`config.mk`:
```
export PLATFORM = sky130hd
export DESIGN_NAME = opq_cache
export DESIGN_NICKNAME = d
export VERILOG_FILES = /design/src/rtl/opq_pkg.sv /design/src/rtl/opq_order_queue.sv /design/src/rtl/opq_line_table.sv /design/src/rtl/opq_cache.sv
export SDC_FILE = /design/constraint.sdc
export NUM_CORES = 1
export LEC_CHECK = 0
export BUFFER_PORTS_ARGS = -buffer_cell sky130_fd_sc_hd__buf_2
export CAP_MARGIN = 40
export CORE_MARGIN = 2
export CORE_UTILIZATION = 40
export CTS_CLUSTER_SIZE = 20
export DETAILED_ROUTE_END_ITERATION = 6
export HOLD_SLACK_MARGIN = 0.02
export PLACE_DENSITY_LB_ADDON = 0.05
export REMOVE_ABC_BUFFERS = 1
export SLEW_MARGIN = 20
export SYNTH_ARGS = -nofsm -noshare
export SYNTH_HDL_FRONTEND = slang
export SYNTH_SLANG_ARGS = --single-unit
```
`constraint.sdc`:
```
create_clock -name clk_i -period 8.8 [get_ports clk_i]
set_clock_uncertainty 0.1 [all_clocks]
set_input_delay 0 -clock clk_i [delete_from_list [all_inputs] [get_ports clk_i]]
set_output_delay 0 -clock clk_i [all_outputs]
set_load 0.005 [all_outputs]
```
`src/rtl/opq_pkg.sv`:
```
package opq_pkg;
  typedef enum logic [1:0] {
    LS_FREE = 2'd0,
    LS_PEND = 2'd1,
    LS_FULL = 2'd2
  } line_st_e;
endpackage

```
`src/rtl/opq_order_queue.sv`:
```
module opq_order_queue #(
  parameter int DEPTH = 8,
  parameter int W     = 3,
  localparam int PW   = (DEPTH > 1) ? $clog2(DEPTH) : 1,
  localparam int CW   = $clog2(DEPTH + 1)
) (
  input  logic          clk_i,
  input  logic          rst_ni,
  input  logic          clear_i,
  input  logic          push_i,
  input  logic [W-1:0]  din_i,
  input  logic          pop_i,
  output logic [W-1:0]  dout_o,
  output logic          empty_o,
  output logic [CW-1:0] count_o
);
  logic [W-1:0]  slot_q [DEPTH];
  logic [PW-1:0] wr_q, rd_q;
  logic [CW-1:0] cnt_q;

  function automatic logic [PW-1:0] wrap_inc(input logic [PW-1:0] p);
    return (p == PW'(DEPTH - 1)) ? '0 : p + PW'(1);
  endfunction

  always_ff @(posedge clk_i or negedge rst_ni) begin
    if (!rst_ni) begin
      wr_q  <= '0;
      rd_q  <= '0;
      cnt_q <= '0;
    end else if (clear_i) begin
      wr_q  <= '0;
      rd_q  <= '0;
      cnt_q <= '0;
    end else begin
      if (push_i) wr_q <= wrap_inc(wr_q);
      if (pop_i)  rd_q <= wrap_inc(rd_q);
      cnt_q <= cnt_q + CW'(push_i) - CW'(pop_i);
    end
  end

  always_ff @(posedge clk_i) begin
    if (push_i && !clear_i) slot_q[wr_q] <= din_i;
  end

  assign dout_o  = slot_q[rd_q];
  assign empty_o = (cnt_q == '0);
  assign count_o = cnt_q;

  AST_NO_OVERFLOW: assert property (@(posedge clk_i) disable iff (!rst_ni)
    (push_i && !pop_i && !clear_i) |-> (cnt_q < CW'(DEPTH)));
  AST_NO_UNDERFLOW: assert property (@(posedge clk_i) disable iff (!rst_ni)
    pop_i |-> (cnt_q != '0));
endmodule

```
`src/rtl/opq_line_table.sv`:
```
module opq_line_table
  import opq_pkg::*;
#(
  parameter int LINES  = 6,
  parameter int ADDR_W = 16,
  parameter int DATA_W = 32,
  parameter int USE_W  = 4,
  localparam int IW    = (LINES > 1) ? $clog2(LINES) : 1
) (
  input  logic              clk_i,
  input  logic              rst_ni,
  input  logic              clear_i,
  input  logic [ADDR_W-1:0] look_addr_i,
  output logic              hit_o,
  output logic [IW-1:0]     hit_idx_o,
  output logic              free_ok_o,
  output logic [IW-1:0]     free_idx_o,
  input  logic              alloc_i,
  input  logic              merge_i,
  input  logic              release_i,
  input  logic [IW-1:0]     rel_idx_i,
  input  logic              rsp_valid_i,
  input  logic [IW-1:0]     rsp_idx_i,
  input  logic [DATA_W-1:0] rsp_data_i,
  input  logic [IW-1:0]     rd_idx_i,
  output logic              rd_filled_o,
  output logic [ADDR_W-1:0] rd_tag_o,
  output logic [DATA_W-1:0] rd_data_o
);
  line_st_e          st_q   [LINES];
  logic [ADDR_W-1:0] tag_q  [LINES];
  logic [DATA_W-1:0] data_q [LINES];
  logic [USE_W-1:0]  use_q  [LINES];
  logic [LINES-1:0]  busy_q;

  always_comb begin
    hit_o     = 1'b0;
    hit_idx_o = '0;
    for (int i = 0; i < LINES; i++) begin
      if (!hit_o && st_q[i] != LS_FREE && tag_q[i] == look_addr_i) begin
        hit_o     = 1'b1;
        hit_idx_o = IW'(i);
      end
    end
  end

  always_comb begin
    free_ok_o  = 1'b0;
    free_idx_o = '0;
    for (int i = 0; i < LINES; i++) begin
      if (!free_ok_o && st_q[i] == LS_FREE && !busy_q[i]) begin
        free_ok_o  = 1'b1;
        free_idx_o = IW'(i);
      end
    end
  end

  for (genvar g = 0; g < LINES; g++) begin : g_line
    logic             take, inc, dec, fill;
    logic [USE_W-1:0] use_nxt;

    assign take    = alloc_i && (free_idx_o == IW'(g));
    assign inc     = merge_i && (hit_idx_o == IW'(g));
    assign dec     = release_i && (rel_idx_i == IW'(g));
    assign fill    = rsp_valid_i && (rsp_idx_i == IW'(g));
    assign use_nxt = use_q[g] + USE_W'(inc) - USE_W'(dec);

    always_ff @(posedge clk_i or negedge rst_ni) begin
      if (!rst_ni) begin
        st_q[g]   <= LS_FREE;
        use_q[g]  <= '0;
        tag_q[g]  <= '0;
        busy_q[g] <= 1'b0;
      end else begin
        if (take)      busy_q[g] <= 1'b1;
        else if (fill) busy_q[g] <= 1'b0;

        if (clear_i) begin
          st_q[g]  <= LS_FREE;
          use_q[g] <= '0;
        end else if (take) begin
          st_q[g]  <= LS_PEND;
          tag_q[g] <= look_addr_i;
          use_q[g] <= USE_W'(1);
        end else begin
          use_q[g] <= use_nxt;
          if (st_q[g] != LS_FREE && use_nxt == '0) st_q[g] <= LS_FREE;
          else if (fill && st_q[g] == LS_PEND)     st_q[g] <= LS_FULL;
        end
      end
    end

    always_ff @(posedge clk_i) begin
      if (fill && st_q[g] == LS_PEND && !clear_i) data_q[g] <= rsp_data_i;
    end

    AST_HELD_HAS_USE: assert property (@(posedge clk_i) disable iff (!rst_ni)
      (st_q[g] != LS_FREE) |-> (use_q[g] != '0));
  end

  assign rd_filled_o = (st_q[rd_idx_i] == LS_FULL);
  assign rd_tag_o    = tag_q[rd_idx_i];
  assign rd_data_o   = data_q[rd_idx_i];

  AST_NO_ALLOC_ON_HIT: assert property (@(posedge clk_i) disable iff (!rst_ni)
    !(alloc_i && hit_o));
  AST_RSP_EXPECTED: assert property (@(posedge clk_i) disable iff (!rst_ni)
    rsp_valid_i |-> busy_q[rsp_idx_i]);
  AST_RELEASE_HELD: assert property (@(posedge clk_i) disable iff (!rst_ni)
    (release_i && !clear_i) |-> (st_q[rel_idx_i] == LS_FULL));
endmodule

```
`src/rtl/opq_cache.sv`:
```
module opq_cache
  import opq_pkg::*;
#(
  parameter int ADDR_W   = 16,
  parameter int DATA_W   = 32,
  parameter int LINES    = 6,
  parameter int MAX_LEAD = 8,
  parameter int MISS_W   = 16,
  localparam int LINE_W  = (LINES > 1) ? $clog2(LINES) : 1,
  localparam int LEAD_W  = $clog2(MAX_LEAD + 1)
) (
  input  logic              clk_i,
  input  logic              rst_ni,
  input  logic              clear_i,
  input  logic [LEAD_W-1:0] lead_i,
  input  logic              req_valid_i,
  input  logic [ADDR_W-1:0] req_addr_i,
  output logic              req_ready_o,
  output logic              mem_req_valid_o,
  output logic [ADDR_W-1:0] mem_req_addr_o,
  output logic [LINE_W-1:0] mem_req_line_o,
  input  logic              mem_req_ready_i,
  input  logic              mem_rsp_valid_i,
  input  logic [LINE_W-1:0] mem_rsp_line_i,
  input  logic [DATA_W-1:0] mem_rsp_data_i,
  output logic              fetch_valid_o,
  output logic [ADDR_W-1:0] fetch_addr_o,
  output logic [DATA_W-1:0] fetch_data_o,
  input  logic              fetch_ready_i,
  output logic [MISS_W-1:0] miss_count_o
);
  logic [LEAD_W-1:0] eff_lead, q_count;
  logic              room, hit, free_ok, take_miss, take_merge, push, pop;
  logic              q_empty, head_filled;
  logic [LINE_W-1:0] hit_idx, free_idx, head_idx;
  logic [MISS_W-1:0] miss_q;
  logic              counted_q;

  assign eff_lead = (lead_i > LEAD_W'(MAX_LEAD)) ? LEAD_W'(MAX_LEAD) : lead_i;
  assign room     = (q_count < eff_lead) && !clear_i;

  assign mem_req_valid_o = req_valid_i && room && !hit && free_ok;
  assign mem_req_addr_o  = req_addr_i;
  assign mem_req_line_o  = free_idx;
  assign take_miss       = mem_req_valid_o && mem_req_ready_i;
  assign take_merge      = req_valid_i && room && hit;
  assign req_ready_o     = room && (hit || (free_ok && mem_req_ready_i));
  assign push            = take_miss || take_merge;

  assign fetch_valid_o = !q_empty && head_filled && !clear_i;
  assign pop           = fetch_valid_o && fetch_ready_i;

  opq_line_table #(
    .LINES(LINES), .ADDR_W(ADDR_W), .DATA_W(DATA_W), .USE_W(LEAD_W)
  ) u_lines (
    .clk_i, .rst_ni, .clear_i,
    .look_addr_i (req_addr_i),
    .hit_o       (hit),
    .hit_idx_o   (hit_idx),
    .free_ok_o   (free_ok),
    .free_idx_o  (free_idx),
    .alloc_i     (take_miss),
    .merge_i     (take_merge),
    .release_i   (pop),
    .rel_idx_i   (head_idx),
    .rsp_valid_i (mem_rsp_valid_i),
    .rsp_idx_i   (mem_rsp_line_i),
    .rsp_data_i  (mem_rsp_data_i),
    .rd_idx_i    (head_idx),
    .rd_filled_o (head_filled),
    .rd_tag_o    (fetch_addr_o),
    .rd_data_o   (fetch_data_o)
  );

  opq_order_queue #(.DEPTH(MAX_LEAD), .W(LINE_W)) u_order (
    .clk_i, .rst_ni, .clear_i,
    .push_i  (push),
    .din_i   (take_merge ? hit_idx : free_idx),
    .pop_i   (pop),
    .dout_o  (head_idx),
    .empty_o (q_empty),
    .count_o (q_count)
  );

  // one miss per head entry that waits on its fill with the consumer ready
  always_ff @(posedge clk_i or negedge rst_ni) begin
    if (!rst_ni) begin
      miss_q    <= '0;
      counted_q <= 1'b0;
    end else if (clear_i) begin
      miss_q    <= '0;
      counted_q <= 1'b0;
    end else if (pop) begin
      counted_q <= 1'b0;
    end else if (!q_empty && !head_filled && fetch_ready_i && !counted_q) begin
      miss_q    <= miss_q + MISS_W'(1);
      counted_q <= 1'b1;
    end
  end

  assign miss_count_o = miss_q;

  AST_FETCH_HOLD: assert property (@(posedge clk_i) disable iff (!rst_ni)
    (fetch_valid_o && !fetch_ready_i && !clear_i) |=>
    (clear_i || (fetch_valid_o && $stable(fetch_addr_o) && $stable(fetch_data_o))));
  AST_MISS_STEP: assert property (@(posedge clk_i) disable iff (!rst_ni)
    !$stable(miss_count_o) |-> (miss_count_o == '0 || miss_count_o == $past(miss_count_o) + MISS_W'(1)));
  AST_CLEAR_EMPTIES: assert property (@(posedge clk_i) disable iff (!rst_ni)
    clear_i |=> !fetch_valid_o && (miss_count_o == '0));
endmodule

```
==> results of run 1 <==
[flip-flops by register name, indices dropped and copies added, names as in the netlist]
name,count
counted_q,1
miss_count_o,16
u_lines.busy_q,6
u_lines.data_q,192
u_lines.st_q,12
u_lines.tag_q,96
u_lines.use_q,24
u_order.count_o,4
u_order.rd_q,3
u_order.slot_q,24
u_order.wr_q,3
[worst min path at each step]
stage,from,endpoint,slack (ps),cells after the start
after floorplan,rst_ni,counted_q,-400,0
after global placement,rst_ni,u_order.wr_q[2],-130,1
after detailed placement,rst_ni,u_order.wr_q[2],-140,1
after CTS,mem_rsp_data_i[16],u_lines.data_q[4][16],60,2
after global routing,mem_rsp_data_i[27],u_lines.data_q[5][27],100,2
final,mem_rsp_data_i[16],u_lines.data_q[4][16],100,2
[metal layers]
layer | GRT usage | wire length [um]
met5 | 0 | 0
met3 | 0.0277 | 1700
met1 | 0.271 | 21400
met4 | 0.0633 | 1090
met2 | 0.329 | 22300
[cells in the mapped netlist, types with 24 or more instances]
master | number | area share
dfrtp_1 | 165 | 0.22
mux2_2 | 102 | 0.063
nand3_1 | 27 | 0.0074
nor4_1 | 26 | 0.0089
ha_1 | 37 | 0.025
mux4_2 | 37 | 0.045
nand2_1 | 167 | 0.034
inv_1 | 62 | 0.013
nor3_1 | 36 | 0.0098
buf_2 | 24 | 0.0065
mux2i_1 | 24 | 0.013
xor2_1 | 93 | 0.044
nor2_1 | 201 | 0.041
edfxtp_1 | 216 | 0.35
o21ai_0 | 29 | 0.0079
xnor2_1 | 34 | 0.016
clkbuf_1 | 49 | 0.010
a21oi_1 | 25 | 0.0068
[critical path: cells and delay by family, from the launching register on]
kind / cells / cell delay, ps
AO/OA/AOI/OAI: 3 / 770
XOR/XNOR: 1 / 200
adder cells (fa/ha/maj): 3 / 820
buffers and inverters: 2 / 110
flip-flops: 1 / 710
multiplexers: 3 / 1410
AND/OR/NAND/NOR: 5 / 1670
[power breakdown]
part	internal, mW	switching [mW]	leakage [nW]
sequential	2.05	0.132	4.18
combinational	0.330	0.373	4.31
clock	1.14	0.745	0.729
total	3.52	1.25	9.22
[cell families (layout without fill, tap and decap cells)]
kind of cell / after synthesis / after routing / share of synthesized area
AOI/OAI and AO/OA: 104 / 104 / 0.0361
xor gates and xnor gates: 127 / 127 / 0.0606
adders and majority gates: 44 / 44 / 0.0328
buffers and inverters: 156 / 383 / 0.0368
DFF: 381 / 381 / 0.578
muxes: 164 / 164 / 0.122
and+or+nand+nor: 542 / 542 / 0.134
[through the flow]
stage | power (mW) | instances | util | hold slack (ps)
after CTS | 4.83 | 2344 | 0.482 | 59.4
after detailed placement | 2.90 | 2199 | 0.435 | -140
after global placement | 2.88 | 2192 | 0.433 | -129
final | 4.77 | 2345 | 0.483 | 100
after global routing | 4.99 | 2345 | 0.483 | 95.6
after floorplan | 2.63 | 1424 | - | -396
[area by class of cell]
type / instances / share of cell area
Tap cell: 600 / 0.0342
Multi-Input combinational cell: 981 / 0.326
Clock inverter: 15 / 0.0114
Sequential cell: 381 / 0.484
Inverter: 62 / 0.0106
Clock buffer: 65 / 0.0571
Timing Repair Buffer: 241 / 0.0766
==> flow_metrics.tcl, run 1 <==
set metrics [dict create \
    drive_above_1_share 0.228 \
    finalSetupViolations 0 \
    design_area_um2 21900 \
    seqCellArea_um2 10600 \
    drc 0 \
    rsz0062_at_grt "false" \
    hold_buffers 65 \
    cp-startpoint "u_order.rd_q[0]" \
    synth_edf_count 216 \
    start_kind "flip-flop" \
    end_kind "flip-flop" \
    antenna_left 0 \
    grt_pass1_wl_um 72100 \
    nets 1817 \
    fin_setup_tns_ps 0 \
    routed_via_density 5.15 \
    num_rows 78 \
    antenna_cells 0 \
    firstDrtPassIters 5 \
    grt_pass1_vias 12400 \
    tritoncts "built" \
    setup_ws_ps 2870 \
    r2r_start "u_order.rd_q[0]" \
    power-per-cell-area_nw_per_um2 218 \
    place_area_um2 19700 \
    netlist_area_um2 18400 \
    cp_slowest_cell "mux4_4" \
    syn_inst 1518 \
    nFillCells 4193 \
    wl_um 46500 \
    ys_seq_area_frac 0.578 \
    yosysWarnings 0 \
    p_leak_nw 9.22 \
    num_vias 12100 \
    finalHoldViolCount 0 \
    ios 148 \
    final_common_cell "edfxtp_1" \
    start_util 0.405 \
    critPathMaxFanout 49 \
    drt_iter0_drc 746 \
    antenna_found_initial 0 \
    period_share 0.674 \
    worstSkewPairLatency_ps 580 \
    path_clk_slew_ps 60 \
    hold_path_class "in2reg" \
    fmax_ghz 0.169 \
    crit_type "reg2reg" \
    ff2ff_setup_slack_ps 2870 \
    final_cell_mix "216 x edfxtp_1, 197 x nor2_1, 167 x nand2_1" \
    post_cts_buffers 0 \
    critPathMaxStageDelay_ps 1010 \
    die_h_um 218 \
    core_area_um2 45400 \
    cts_buffer_depth 3 \
    htree_levels 2 \
    cts-buffers-inserted 44 \
    crit_arrival_ps 6290 \
    cts_root_buffer "clkbuf_16" \
    maxCapViolCount 0 \
    port_buffers 147 \
    post_drt_wl_per_cell_um 19.8 \
    grt_overflow 0 \
    grt_max_degree 61 \
    cp.required_ps 9160 \
    endpoint "u_lines.st_q[3]" \
    slew_viol_final 0 \
    crit_chain "mux2i_1, mux4_4, mux2i_1, o22ai_2, nor2_1, or3_1, nor3b_1, ha_1, inv_1, ha_1, inv_1, fa_1, xor2_1, o21ai_0, nor4b_1, a21oi_1, and3_1" \
    avgSynthCellArea_um2 12.1 \
    clock_sinks 381 \
    tightest_slew_ps 789 \
    place_congestion 0.777 \
    outcome "finished clean" \
    irDropWorstVdd_v 0.000134 \
    grt_usage 0.199 \
    multi_input_area_um2 7140 \
    die_area_um2 47600 \
    synth-seq-cells 381 \
    die_w_um 218 \
    reg2reg_depth 17 \
    timing.slew.headroom 0.469 \
    synthArstFlopShare 0.433 \
    place_hpwl_um 29000 \
    post_cts_resize_count 0 \
    syn_to_final_growth_pct 19.4 \
    fin_crit_ps 5930 \
    r2r-end "u_lines.st_q[3]" \
    ys_types 55 \
    synthFlopType "edfxtp_1" \
    pre_cts_ws_ps 2860 \
]
Note: power is estimated with default switching activity, not from simulation.
==> inputs of run 2 (changes only) <==
Clock period 8.8 ns to 5.9 ns, I/O delays scaled along.
==> run 2 against run 1 <==
- combinational power up 51%
- flip-flop and latch count stayed put
- cell count about the same
- worst hold slack lost 10 ps
- first-iteration DRC count is 13% lower
- non-clock buffer count increased by 4
- power up 46%
- register-to-register slack lost 2200 ps
- global-route usage rose by 0.095 points
==> flow_metrics.tcl, run 2 (synthesized netlist as in run 1, its figures left out) <==
set metrics [dict create \
    top_regs "u_lines.data_q x192, u_lines.tag_q x96" \
    p_leak_nw 9.21 \
    cts-buffers-inserted 44 \
    endpoint "u_lines.st_q[3]" \
    final_common_cell "edfxtp_1" \
    ios 148 \
    die_w_um 218 \
    grt_pass1_wl_um 72500 \
    hold_path_class "in2reg" \
    pre_cts_ws_ps 732 \
    drive_above_1_share 0.228 \
    critPathMaxFanout 10 \
    rsz0062_at_grt "false" \
    dpl.cell_count 2202 \
    end_kind "flip-flop" \
    num_rows 78 \
    cp.required_ps 6250 \
    syn_to_final_growth_pct 19.1 \
    port_buffers 147 \
    worstSkewPairLatency_ps 580 \
    slew_viol_final 0 \
    start_util 0.405 \
    post_cts_resize_count 0 \
    grt_pass1_vias 12200 \
    clock_sinks 381 \
    ff2ff_setup_slack_ps 700 \
    antenna_cells 0 \
    die_area_um2 47600 \
    cp-startpoint "u_order.rd_q[0]" \
    antenna_left 0 \
    grt_max_degree 66 \
    setup_ws_ps 697 \
    whs_path_depth 2 \
    fin_util 0.482 \
    grt_usage 0.200 \
    firstDrtPassIters 5 \
    top_register "u_lines.data_q" \
    power-per-cell-area_nw_per_um2 319 \
    outcome "finished clean" \
    cts_root_buffer "clkbuf_16" \
    tritoncts "built" \
    place_congestion 0.799 \
    r2r-end "u_lines.st_q[3]" \
    post_drt_wl_per_cell_um 19.9 \
    core_area_um2 45400 \
    fin_crit_ps 5200 \
    timing.slew.headroom 0.439 \
    r2r_start "u_order.rd_q[0]" \
    largest_register_ff_count 192 \
    finalSetupViolations 0 \
    htree_levels 2 \
    drt_iter0_drc 649 \
    path_clk_slew_ps 60 \
    reg2reg_depth 17 \
    grt_overflow 0 \
    irDropWorstVdd_v 0.000204 \
    die_h_um 218 \
    finalHoldViolCount 0 \
    antenna_found_initial 0 \
    cts_buffer_depth 3 \
    final_cell_mix "216 x edfxtp_1, 197 x nor2_1, 167 x nand2_1" \
    place_hpwl_um 29100 \
    wl_um 46600 \
    tightest_slew_ps 830 \
    maxCapViolCount 0 \
    period_share 0.882 \
    drc 0 \
    fin_cells 2347 \
    routed_via_density 5.14 \
    start_kind "flip-flop" \
    crit_type "reg2reg" \
    fmax_ghz 0.192 \
    post_cts_buffers 0 \
    num_vias 12100 \
    nFillCells 4110 \
    crit_arrival_ps 5550 \
    nets 1821 \
]
run 2: changes by cell type in the layout (fill, tap and decap cells not counted), moves of 2 or more:
| cell | change |
|---|---|
| buf_4 | +5 |
| bufinv_16 | -3 |
| clkbuf_1 | -2 |
| clkinv_1 | +2 |
run 2: final cells by class:
cell class / instances / area, um^2 / share of cell area
Clock buffer: 64 / 1260 / 0.0575
Sequential cell: 381 / 10600 / 0.485
Inverter: 62 / 233 / 0.0106
Multi-Input combinational cell: 981 / 7140 / 0.326
Tap cell: 600 / 751 / 0.0343
Timing Repair Buffer: 245 / 1730 / 0.0789
Clock inverter: 14 / 155 / 0.00709
run 2: worst max-delay path, cell delays in order (launching register included):
cell and delay [ps]:
dfrtp_1 700, mux2i_1 150, mux4_4 740, mux2i_1 190
nor2_1 320, nor2_1 180, or3_1 530, nor3b_1 280
ha_1 270, inv_1 60, ha_1 160, inv_1 60
fa_1 400, xor2_1 190, o21ai_0 110, nor4b_1 380
a21oi_1 60, and3_1 190
run 2: worst min-delay path by stage:
stage / startpoint / to / slack (ps)
CTS: mem_rsp_data_i[27] / u_lines.data_q[5][27] / 60
global placement: rst_ni / u_order.wr_q[2] / -80
detailed placement: rst_ni / u_order.wr_q[2] / -70
global route: mem_rsp_data_i[27] / u_lines.data_q[4][27] / 80
finish: mem_rsp_data_i[17] / u_lines.data_q[0][17] / 90
floorplan: rst_ni / counted_q / -400
run 2: layer usage:
| metal | vias to the layer above | share of wire | global-route usage |
|---|---|---|---|
| met4 | 0 | 0.019 | 0.0565 |
| met3 | 58 | 0.037 | 0.0281 |
| met2 | 194 | 0.48 | 0.327 |
| met5 | - | 0 | 0 |
| met1 | 6081 | 0.46 | 0.279 |
| li1 | 5728 | - | - |
run 2: stage by stage:
| step | cell area (um^2) | setup TNS (ps) | hold slack [ps] | power (mW) |
|---|---|---|---|---|
| 2_1_floorplan | 17900 | -77170 | -396 | 3.92 |
| 3_3_place_gp | 19700 | 0 | -75.4 | 4.31 |
| 3_5_place_dp | 19800 | 0 | -69.1 | 4.33 |
| 4_1_cts | 21900 | 0 | 58.7 | 7.09 |
| 5_1_grt | 21900 | 0 | 84.3 | 7.33 |
| 6_report | 21900 | 0 | 89.8 | 6.99 |
run 2: power by group:
part	switching, mW	internal, mW	total [mW]	leakage [nW]
Clock	1.10	1.57	2.67	0.688
Combinational	0.560	0.497	1.06	4.34
Sequential	0.197	3.07	3.26	4.18
run 2: repair_timing:
action / CTS / global route
endpoints found under the hold margin: 422 / 0
hold buffers: 66 / 0
setup endpoints to repair: 0 / 0
